## src/rtl/tmr_pkg.sv

```systemverilog
package tmr_pkg;
   localparam logic [1:0] OFS_RELOAD = 2'd0;
   localparam logic [1:0] OFS_COUNT  = 2'd1;
   localparam logic [1:0] OFS_CTRL   = 2'd2;
   localparam logic [1:0] OFS_ACK    = 2'd3;

   localparam int BIT_EN   = 7;
   localparam int BIT_PER  = 6;
   localparam int BIT_FAST = 3;

   typedef struct packed {
      logic en;
      logic periodic;
      logic fast;
   } tmr_ctrl_t;
endpackage

```

## src/rtl/tmr_regs.sv

```systemverilog
module tmr_regs
   import tmr_pkg::*;
#(
   parameter int CNT_W  = 16,
   parameter int DATA_W = 32
) (
   input  logic              clk,
   input  logic              rst_n,
   input  logic              we,
   input  logic [1:0]        addr,
   input  logic [DATA_W-1:0] wdata,
   input  logic [CNT_W-1:0]  count,
   output tmr_ctrl_t         ctrl,
   output logic [CNT_W-1:0]  reload_q,
   output logic              en_start,
   output logic              reload_live,
   output logic              ack_wr,
   output logic [DATA_W-1:0] rdata
);
   logic wr_reload, wr_ctrl;
   logic [DATA_W-1:0] reload_ext, count_ext, ctrl_ext;
   logic unused_wdata;

   assign unused_wdata = ^wdata;
   assign wr_reload    = we && (addr == OFS_RELOAD);
   assign wr_ctrl      = we && (addr == OFS_CTRL);
   assign ack_wr       = we && (addr == OFS_ACK);
   assign en_start     = wr_ctrl && wdata[BIT_EN] && !ctrl.en;
   assign reload_live  = wr_reload && ctrl.en;

   always_ff @(posedge clk) begin
      if (!rst_n) begin
         reload_q <= '0;
         ctrl     <= '0;
      end else begin
         if (wr_reload) reload_q <= wdata[CNT_W-1:0];
         if (wr_ctrl) begin
            ctrl.en       <= wdata[BIT_EN];
            ctrl.periodic <= wdata[BIT_PER];
            ctrl.fast     <= wdata[BIT_FAST];
         end
      end
   end

   generate
      if (CNT_W == DATA_W) begin : g_full
         assign reload_ext = reload_q;
         assign count_ext  = count;
      end else begin : g_pad
         assign reload_ext = {{(DATA_W-CNT_W){1'b0}}, reload_q};
         assign count_ext  = {{(DATA_W-CNT_W){1'b0}}, count};
      end
   endgenerate

   always_comb begin
      ctrl_ext           = '0;
      ctrl_ext[BIT_EN]   = ctrl.en;
      ctrl_ext[BIT_PER]  = ctrl.periodic;
      ctrl_ext[BIT_FAST] = ctrl.fast;
   end

   always_comb begin
      unique case (addr)
         OFS_RELOAD: rdata = reload_ext;
         OFS_COUNT:  rdata = count_ext;
         OFS_CTRL:   rdata = ctrl_ext;
         default:    rdata = '0;
      endcase
   end

   assert_start_only_when_off_R3: assert property (@(posedge clk) disable iff (!rst_n)
      en_start |=> ctrl.en);
   assert_count_offset_ro_R2: assert property (@(posedge clk) disable iff (!rst_n)
      (we && addr == OFS_COUNT) |=> $stable(reload_q) && $stable(ctrl));
endmodule

```

## src/rtl/tmr_counter.sv

```systemverilog
module tmr_counter #(
   parameter int CNT_W = 16
) (
   input  logic             clk,
   input  logic             rst_n,
   input  logic             en,
   input  logic             periodic,
   input  logic             tick,
   input  logic [CNT_W-1:0] reload_q,
   input  logic             force_ld,
   input  logic [CNT_W-1:0] force_val,
   output logic [CNT_W-1:0] count,
   output logic             underflow
);
   localparam logic [CNT_W-1:0] ALL_ONES = {CNT_W{1'b1}};

   logic step;
   assign step      = en && tick && !force_ld;
   assign underflow = step && (count == '0);

   always_ff @(posedge clk) begin
      if (!rst_n)          count <= '0;
      else if (force_ld)   count <= force_val;
      else if (underflow)  count <= periodic ? reload_q : ALL_ONES;
      else if (step)       count <= count - CNT_W'(1);
   end

   assert_reload_R6: assert property (@(posedge clk) disable iff (!rst_n)
      (en && tick && !force_ld && count == '0 && periodic) |=> count == $past(reload_q));
   assert_wrap_R7: assert property (@(posedge clk) disable iff (!rst_n)
      (en && tick && !force_ld && count == '0 && !periodic) |=> (&count));
   assert_hold_R4: assert property (@(posedge clk) disable iff (!rst_n)
      (!en && !force_ld) |=> $stable(count));
   assert_step_R4: assert property (@(posedge clk) disable iff (!rst_n)
      (en && tick && !force_ld && count != '0) |=> count == $past(count) - CNT_W'(1));
endmodule

```

## src/rtl/tmr_irq.sv

```systemverilog
module tmr_irq (
   input  logic clk,
   input  logic rst_n,
   input  logic underflow,
   input  logic ack,
   output logic irq
);
   always_ff @(posedge clk) begin
      if (!rst_n)         irq <= 1'b0;
      else if (underflow) irq <= 1'b1;
      else if (ack)       irq <= 1'b0;
   end

   assert_set_R8: assert property (@(posedge clk) disable iff (!rst_n)
      underflow |=> irq);
   assert_sticky_R8: assert property (@(posedge clk) disable iff (!rst_n)
      (irq && !ack) |=> irq);
   assert_ack_R9: assert property (@(posedge clk) disable iff (!rst_n)
      (ack && !underflow) |=> !irq);
   assert_race_R10: assert property (@(posedge clk) disable iff (!rst_n)
      (ack && underflow) |=> irq);
endmodule

```

## src/rtl/reload_timer.sv

```systemverilog
module reload_timer
   import tmr_pkg::*;
#(
   parameter int CNT_W  = 16,
   parameter int DATA_W = 32
) (
   input  logic              clk,
   input  logic              rst_n,
   input  logic              bus_we,
   input  logic [1:0]        bus_addr,
   input  logic [DATA_W-1:0] bus_wdata,
   output logic [DATA_W-1:0] bus_rdata,
   input  logic              tick_fast,
   input  logic              tick_slow,
   output logic              irq
);
   generate
      if (DATA_W < 8) begin : g_bad_data
         $error("DATA_W must hold control bit 7");
      end
      if (CNT_W < 2 || CNT_W > DATA_W) begin : g_bad_cnt
         $error("CNT_W must lie between 2 and DATA_W");
      end
   endgenerate

   tmr_ctrl_t        ctrl;
   logic [CNT_W-1:0] reload_q, count, force_val;
   logic             en_start, reload_live, ack_wr, tick, underflow, force_ld;

   tmr_regs #(.CNT_W(CNT_W), .DATA_W(DATA_W)) u_regs (
      .clk(clk), .rst_n(rst_n), .we(bus_we), .addr(bus_addr), .wdata(bus_wdata),
      .count(count), .ctrl(ctrl), .reload_q(reload_q), .en_start(en_start),
      .reload_live(reload_live), .ack_wr(ack_wr), .rdata(bus_rdata)
   );

   assign tick      = ctrl.fast ? tick_fast : tick_slow;
   assign force_ld  = en_start || reload_live;
   assign force_val = en_start ? reload_q : bus_wdata[CNT_W-1:0];

   tmr_counter #(.CNT_W(CNT_W)) u_counter (
      .clk(clk), .rst_n(rst_n), .en(ctrl.en), .periodic(ctrl.periodic), .tick(tick),
      .reload_q(reload_q), .force_ld(force_ld), .force_val(force_val),
      .count(count), .underflow(underflow)
   );

   tmr_irq u_irq (
      .clk(clk), .rst_n(rst_n), .underflow(underflow), .ack(ack_wr), .irq(irq)
   );

   assert_start_loads_R3: assert property (@(posedge clk) disable iff (!rst_n)
      en_start |=> count == $past(reload_q));
   assert_live_reload_R11: assert property (@(posedge clk) disable iff (!rst_n)
      reload_live |=> count == $past(bus_wdata[CNT_W-1:0]));
   assert_tick_select_R5: assert property (@(posedge clk) disable iff (!rst_n)
      (ctrl.en && !force_ld && count != '0 &&
       !(ctrl.fast ? tick_fast : tick_slow)) |=> $stable(count));
endmodule

```

## config.mk

```make
export PLATFORM = sky130hd
export DESIGN_NAME = reload_timer
export DESIGN_NICKNAME = d
export VERILOG_FILES = /design/src/rtl/tmr_pkg.sv /design/src/rtl/tmr_regs.sv /design/src/rtl/tmr_counter.sv /design/src/rtl/tmr_irq.sv /design/src/rtl/reload_timer.sv
export SDC_FILE = /design/constraint.sdc
export NUM_CORES = 1
export LEC_CHECK = 0
export ABC_AREA = 1
export BUFFER_PORTS_ARGS = -buffer_cell sky130_fd_sc_hd__buf_2
export CORE_ASPECT_RATIO = 1.2
export CORE_MARGIN = 2
export CORE_UTILIZATION = 45
export DETAILED_ROUTE_END_ITERATION = 8
export PLACE_DENSITY_LB_ADDON = 0.25
export SYNTH_ARGS = -nofsm -noshare
export SYNTH_HDL_FRONTEND = slang
export SYNTH_HIERARCHICAL = 1
export SYNTH_SLANG_ARGS = --single-unit
export TNS_END_PERCENT = 5
```

## constraint.sdc

```tcl
create_clock -name clk -period 2.73 [get_ports clk]
set_clock_uncertainty 0.05 [all_clocks]
set_input_delay 0.273 -clock clk [delete_from_list [all_inputs] [get_ports clk]]
set_output_delay 0.273 -clock clk [all_outputs]
set_load 0.01 [all_outputs]
```

# After elaboration in Yosys (flattened, before gate mapping)
# Cells that the tools add are included.
[word_totals]
output_inout_bits = 33
latchBits = 0
regBits = 36
in_bits = 39
memories = 0
ram_bits = 0
romBits = 0
elab_cells = 35
[op_classes]
n_mux = 9
bitwise_logic = 0
order_cmp = 0
n_addsub = 1
eq_ne = 3
multipliers = 0
n_reduce_logical = 16
n_shift = 0
div = 0
[ops]
columns = ["op", "n"]
rows = [
  ["$mux W16", 5],
  ["$pmux W16 S3", 1],
  ["$logic_not A16 Y1", 1],
  ["$sub A16 B1 Y16 const B", 1],
  ["$logic_and A1 B1 Y1", 9],
  ["$eq A2 B2 Y1 const B", 2],
  ["$mux W1", 3],
  ["$reduce_bool A3 Y1", 1],
  ["$eq A2 B1 Y1 const B", 1],
  ["$logic_not A1 Y1", 2],
  ["$logic_not A2 Y1", 1],
  ["$reduce_bool A2 Y1", 1],
  ["$logic_or A1 B1 Y1", 1],
]

# Logic depth before layout (Yosys ltp)
[depth]
word_depth = 10
ltp_mapped = 13
depth_no_buf = 12

# Cells and area by module
# The synthesis kept the hierarchy.
[modules_own_cells]
columns = ["mod", "area_each_um2", "seq_area_each_um2", "cells_per_inst", "n_inst"]
rows = [
  ["tmr_counter", 1521.5, 320.3, 252, 1],
  ["tmr_regs", 1262.5, 380.4, 197, 1],
  ["reload_timer", 265.3, 0.0, 57, 1],
  ["tmr_irq", 43.8, 20.0, 6, 1],
]

# Worst setup path before layout
# Ideal clock, no wire load.
[synth_path]
path_kind = "input port to flip-flop"
start = "in bus_we"
end = "reg u_counter.count[8]"
t_arrival_ns = 1.661
t_required_ns = 2.561
path_slack_ns = 0.900
path_stages = 13
setup_ns = 0.119
path_buffers = 2
path_cell_list = "buf_2 nand4_1 nor2_1 buf_6 or2_1 nor2_1 nand2_1 nor2_4 nand3_4 inv_2 nand3_1 nand2_1 a21oi_1"
[synth_via]
elab_chain_len = 9
elab_cells_between_ends = 13
classes_between = "mux: 3; reduce/logical: 10"
[synth_rtl]
columns = ["item", "line_no", "rtl"]
rows = [
  ["start: declaration", "reload_timer.sv:9", "input logic bus_we,"],
  ["$logic_and A1 B1 Y1 (*)", "tmr_regs.sv:26", "assign wr_ctrl = we && (addr == OFS_CTRL);"],
  ["$logic_and A1 B1 Y1 (*) (2 in a row)", "tmr_regs.sv:28", "assign en_start = wr_ctrl && wdata[BIT_EN] && !ctrl.en;"],
  ["via en_start", "reload_timer.sv:28", "logic en_start, reload_live, ack_wr, tick, underflow, force_ld;"],
  ["$logic_or A1 B1 Y1 (*)", "reload_timer.sv:37", "assign force_ld = en_start || reload_live;"],
  ["via force_ld", "reload_timer.sv:28", ""],
  ["$logic_not A1 Y1 (*)", "tmr_counter.sv:18", "assign step = en && tick && !force_ld;"],
  ["$logic_and A1 B1 Y1 (*)", "tmr_counter.sv:18", ""],
  ["$logic_and A1 B1 Y1 (*)", "tmr_counter.sv:19", "assign underflow = step && (count == '0);"],
  ["via underflow", "reload_timer.sv:28", ""],
  ["$mux W16", "tmr_counter.sv:24", "else if (underflow) count <= periodic ? reload_q : ALL_ONES;"],
  ["$mux W16", "tmr_counter.sv:23", "else if (force_ld) count <= force_val;"],
  ["end signal: assignment", "tmr_counter.sv:23", ""],
  ["end signal: assignment", "tmr_counter.sv:24", ""],
  ["end signal: assignment", "tmr_counter.sv:25", "else if (step) count <= count - CNT_W'(1);"],
  ["end: declaration", "tmr_counter.sv:12", "output logic [CNT_W-1:0] count,"],
]
# The timed path passes the listed nets; every way through them passes the cells marked *.
# A chain may end at the register's enable or synchronous reset.

# Final worst setup path
[layout_path]
start = "in bus_we"
end = "reg u_counter.count[11]"
[layout_via]
elab_chain_len = 9
elab_cells_between_ends = 13
classes_between = "mux: 3; reduce/logical: 10"
[layout_rtl]
columns = ["item", "line_no"]
rows = [
  ["$logic_and A1 B1 Y1 (*)", "tmr_regs.sv:26"],
  ["$logic_and A1 B1 Y1 (*) (2 in a row)", "tmr_regs.sv:28"],
  ["via en_start", "reload_timer.sv:28"],
  ["$logic_or A1 B1 Y1 (*)", "reload_timer.sv:37"],
  ["via force_ld", "reload_timer.sv:28"],
  ["$logic_not A1 Y1", "tmr_counter.sv:18"],
  ["$logic_and A1 B1 Y1", "tmr_counter.sv:18"],
  ["$logic_and A1 B1 Y1", "tmr_counter.sv:19"],
  ["$mux W16", "tmr_counter.sv:24"],
  ["$mux W16", "tmr_counter.sv:23"],
]
# Marks and branches as above.

==> flow_results.xml <==
<?xml version="1.0" encoding="UTF-8"?>
<metrics>
  <group name="outcome">
    <metric name="outcome" unit="">finished clean</metric>
  </group>
  <group name="timing">
    <metric name="achievable-frequency" unit="MHz">451.4</metric>
    <metric name="unrepaired_setup_endpoints_after_global_routing" unit="">no</metric>
    <metric name="final-setup-viol-count" unit="">0</metric>
    <metric name="timing_hold_violations_final" unit="">0</metric>
    <metric name="totalNegativeSetupSlack" unit="ns">0</metric>
    <metric name="whs" unit="ns">0.2301</metric>
    <metric name="worst_pin_slew" unit="ns">0.7012</metric>
    <metric name="final_max_slew_viol_count" unit="">0</metric>
    <metric name="finalWorstPathRequiredPeriod" unit="ns">2.216</metric>
    <metric name="maxSlewHeadroom" unit="%">53.10</metric>
    <metric name="postLayoutSetupSlackWorst" unit="ns">0.5145</metric>
    <metric name="timing.final.crit_share" unit="%">81.15</metric>
  </group>
  <group name="yosys">
    <metric name="synthArstFlopShare" unit="%">0</metric>
    <metric name="synthesis.area" unit="µm²">3093</metric>
    <metric name="yosysWarningCount" unit="">6</metric>
    <metric name="synth.distinct_cells" unit="">38</metric>
    <metric name="synth_cells" unit="">512</metric>
    <metric name="synthDominantAreaCellType" unit="">sky130_fd_sc_hd__dfxtp_1</metric>
    <metric name="top_reg_cell_synth" unit="">sky130_fd_sc_hd__dfxtp_1</metric>
    <metric name="synth-seq-area-share" unit="%">23.30</metric>
    <metric name="synth_enable_flop_cells" unit="">0</metric>
    <metric name="postSynthAreaPerCell" unit="µm²">6.041</metric>
    <metric name="yosys.area.top_type_share" unit="%">23.30</metric>
    <metric name="netlist_top_cells_area" unit="">sky130_fd_sc_hd__dfxtp_1 (23%), sky130_fd_sc_hd__nand2_1 (21%), sky130_fd_sc_hd__inv_1 (6.7%)</metric>
    <metric name="synth_seq_cells" unit="">36</metric>
  </group>
  <group name="run">
    <metric name="max_cap_viol_count" unit="">0</metric>
  </group>
  <group name="placed_design">
    <metric name="finalWeightedCongestion" unit="">0.8982</metric>
    <metric name="port_buffers" unit="">39</metric>
    <metric name="pre_cts_ws" unit="ns">0.2555</metric>
    <metric name="dp_hpwl" unit="µm">5999</metric>
    <metric name="post-place-cells" unit="">625</metric>
  </group>
  <group name="routing">
    <metric name="drt-total-wl" unit="µm">8206</metric>
    <metric name="drtIter0Drc" unit="">203</metric>
    <metric name="dr.pass1.iters" unit="">5</metric>
    <metric name="route.vias.total" unit="">3091</metric>
    <metric name="route.detailed.wl_per_inst" unit="µm">12.98</metric>
    <metric name="drt-vias-per-instance" unit="">4.891</metric>
    <metric name="route.antenna.remaining_nets" unit="">0</metric>
    <metric name="post-route-drc-count" unit="">0</metric>
  </group>
  <group name="floorplanning">
    <metric name="initial_utilization" unit="%">45.96</metric>
    <metric name="die-height" unit="µm">94.82</metric>
    <metric name="core_region_area" unit="µm²">6730</metric>
    <metric name="rows" unit="">33</metric>
    <metric name="io_pins" unit="">72</metric>
    <metric name="die_area" unit="µm²">7555</metric>
    <metric name="die_x" unit="µm">79.68</metric>
  </group>
  <group name="clocking">
    <metric name="ctsResizeCount" unit="">0</metric>
    <metric name="clock_path_buffers" unit="">2</metric>
    <metric name="clock_tree.htree_level_count" unit="">2</metric>
    <metric name="path_clk_slew" unit="ns">0.08</metric>
    <metric name="postCtsSetupRepairBufs" unit="">0</metric>
    <metric name="clock_sinks" unit="">36</metric>
    <metric name="cts.root.buffer_cell" unit="">sky130_fd_sc_hd__clkbuf_8</metric>
    <metric name="tritoncts.num_buffers" unit="">5</metric>
    <metric name="cts_hold_repair_buffers" unit="">0</metric>
    <metric name="clk_latency" unit="ns">0.29</metric>
    <metric name="tritoncts" unit="">done</metric>
  </group>
  <group name="power_and_ir_drop">
    <metric name="totalPowerFinal" unit="mW">1.470</metric>
    <metric name="peakVddDrop" unit="V">0.0002127</metric>
    <metric name="power_leakage" unit="nW">1.756</metric>
    <metric name="power.density_cell_area" unit="nW/µm²">442.6</metric>
  </group>
  <group name="setup_path">
    <metric name="timing.critical_path.arrival" unit="ns">2.34</metric>
    <metric name="worst-path-max-fanout" unit="">22</metric>
    <metric name="startpoint_type" unit="">primary input</metric>
    <metric name="critical_path_required" unit="ns">2.86</metric>
    <metric name="worstSetupEndpointType" unit="">register</metric>
    <metric name="timing_worst_setup_path_type" unit="">in -&gt; reg</metric>
  </group>
  <group name="layout">
    <metric name="layout-drive-gt1-share" unit="%">19.45</metric>
    <metric name="final-instance-count-excl-fill" unit="">632</metric>
    <metric name="n_antenna_cell" unit="">0</metric>
    <metric name="fillers" unit="">740</metric>
    <metric name="syn2layout_area_growth" unit="%">7.362</metric>
    <metric name="fin_nets" unit="">585</metric>
  </group>
  <group name="min_path">
    <metric name="class_of_the_tightest_hold_or_removal_check" unit="">in -&gt; reg</metric>
  </group>
  <group name="global_routing">
    <metric name="grt_start_max_net_pins" unit="">33</metric>
    <metric name="grt_overflow" unit="">0</metric>
    <metric name="grt_first_pass_wirelength" unit="µm">13830</metric>
    <metric name="grt_pass1_vias" unit="">2831</metric>
    <metric name="grt_util_all_layers" unit="%">23.01</metric>
    <metric name="initial_antenna_violation_count" unit="">0</metric>
  </group>
</metrics>
## state kept, by name (all words and copies together) (netlist names)
name,flops
u_irq/irq,1
u_regs/reload_q,16
u_regs/ctrl,3
u_counter/count,16
## cells in the mapped netlist, types with 2 or more instances
library cell / count
sky130_fd_sc_hd__nand3_4: 2
sky130_fd_sc_hd__xor2_1: 4
sky130_fd_sc_hd__nand2_2: 7
sky130_fd_sc_hd__xnor2_1: 2
sky130_fd_sc_hd__buf_4: 16
sky130_fd_sc_hd__a21oi_2: 2
sky130_fd_sc_hd__nor2_2: 15
sky130_fd_sc_hd__nand3_1: 41
sky130_fd_sc_hd__clkbuf_1: 2
sky130_fd_sc_hd__inv_1: 55
sky130_fd_sc_hd__nand2_1: 177
sky130_fd_sc_hd__o221ai_1: 3
sky130_fd_sc_hd__or2_2: 5
sky130_fd_sc_hd__nand3_2: 3
sky130_fd_sc_hd__nor2_1: 48
sky130_fd_sc_hd__inv_2: 4
sky130_fd_sc_hd__buf_2: 8
sky130_fd_sc_hd__o21ai_1: 3
sky130_fd_sc_hd__dfxtp_1: 36
sky130_fd_sc_hd__nor2_4: 10
sky130_fd_sc_hd__nand4_1: 11
sky130_fd_sc_hd__buf_6: 7
sky130_fd_sc_hd__o21ai_0: 16
sky130_fd_sc_hd__a21oi_1: 21
## worst max-delay path, stage by stage
cell and delay (ns):
sky130_fd_sc_hd__buf_2 0.35, sky130_fd_sc_hd__nand4_1 0.18, sky130_fd_sc_hd__nor2_1 0.14, sky130_fd_sc_hd__or2_1 0.41, sky130_fd_sc_hd__inv_2 0.24, sky130_fd_sc_hd__nand2_1 0.26
sky130_fd_sc_hd__buf_4 0.26, sky130_fd_sc_hd__o21ai_0 0.10, sky130_fd_sc_hd__inv_1 0.06, sky130_fd_sc_hd__a21oi_1 0.05
## logic make-up after synthesis
kind of cell | count (synthesis) | share of synthesized area [%]
other cells | 1 | 0.1212
flops | 36 | 23.30
simple gates | 326 | 49.72
fa+ha+maj | 1 | 0.4045
xor+xnor | 6 | 1.699
compound gates | 45 | 7.889
buf+inv | 97 | 16.87
## placed cells by master, fill, tap and decap left out, types with 5 or more instances in the layout
| cell type | instances |
|---|---|
| sky130_fd_sc_hd__nand2_2 | 7 |
| sky130_fd_sc_hd__clkbuf_8 | 7 |
| sky130_fd_sc_hd__nand4_1 | 11 |
| sky130_fd_sc_hd__buf_2 | 39 |
| sky130_fd_sc_hd__nor2_2 | 15 |
| sky130_fd_sc_hd__nor2_1 | 48 |
| sky130_fd_sc_hd__o21ai_0 | 16 |
| sky130_fd_sc_hd__inv_1 | 55 |
| sky130_fd_sc_hd__nand3_1 | 41 |
| sky130_fd_sc_hd__buf_4 | 7 |
| sky130_fd_sc_hd__nand2_1 | 177 |
| sky130_fd_sc_hd__a21oi_1 | 21 |
| sky130_fd_sc_hd__nor2_4 | 10 |
| sky130_fd_sc_hd__or2_2 | 5 |
| sky130_fd_sc_hd__dfxtp_1 | 36 |
| sky130_fd_sc_hd__conb_1 | 16 |
## worst paths after layout
path | startpoint | endpoint | slack, ns | depth (start not counted)
setup / recovery | bus_we | u_counter/count[11]$_SDFFE_PN0P_ | 0.51 | 10
hold / removal | bus_wdata[3] | u_regs/ctrl[0]$_SDFFE_PN0P_ | 0.23 | 3
setup reg to reg | u_regs/ctrl[2]$_SDFFE_PN0P_ | u_counter/count[5]$_SDFFE_PN0P_ | 0.56 | 8
hold reg to reg | u_irq/irq$_SDFFE_PN0P_ | u_irq/irq$_SDFFE_PN0P_ | 0.43 | 2
## layer usage
metal,GRT usage [%],part of all wire [%],routed length [µm],vias up
li1,-,-,-,1623
met4,5.460,1.3,108,0
met1,32.36,46,3771,1369
met2,37.11,47,3841,91
met5,0,0,0,-
met3,3.155,5.9,484,8
## cell type report
| cell class | count | area [µm²] | share of cell area [%] |
|---|---|---|---|
| sequential | 36 | 720.7 | 21.70 |
| inverter | 62 | 240.2 | 7.234 |
| multi-input combinational | 394 | 1907 | 57.42 |
| timing repair buffer | 46 | 247.7 | 7.460 |
| tap | 87 | 108.9 | 3.278 |
| clock buffer | 7 | 96.34 | 2.901 |
## stage by stage
step	utilization, %	area, µm²
2_1_floorplan	-	3149
3_3_place_gp	47.91	3224
3_5_place_dp	47.91	3224
4_1_cts	49.34	3321
5_1_grt	49.34	3321
6_report	49.34	3321
## report_power, final
| group | total, mW | switching (mW) | internal, mW |
|---|---|---|---|
| Combinational | 0.455 | 0.296 | 0.160 |
| Clock | 0.427 | 0.201 | 0.225 |
| Sequential | 0.588 | 0.0363 | 0.551 |
No activity file was read; power rests on OpenSTA's default activity.
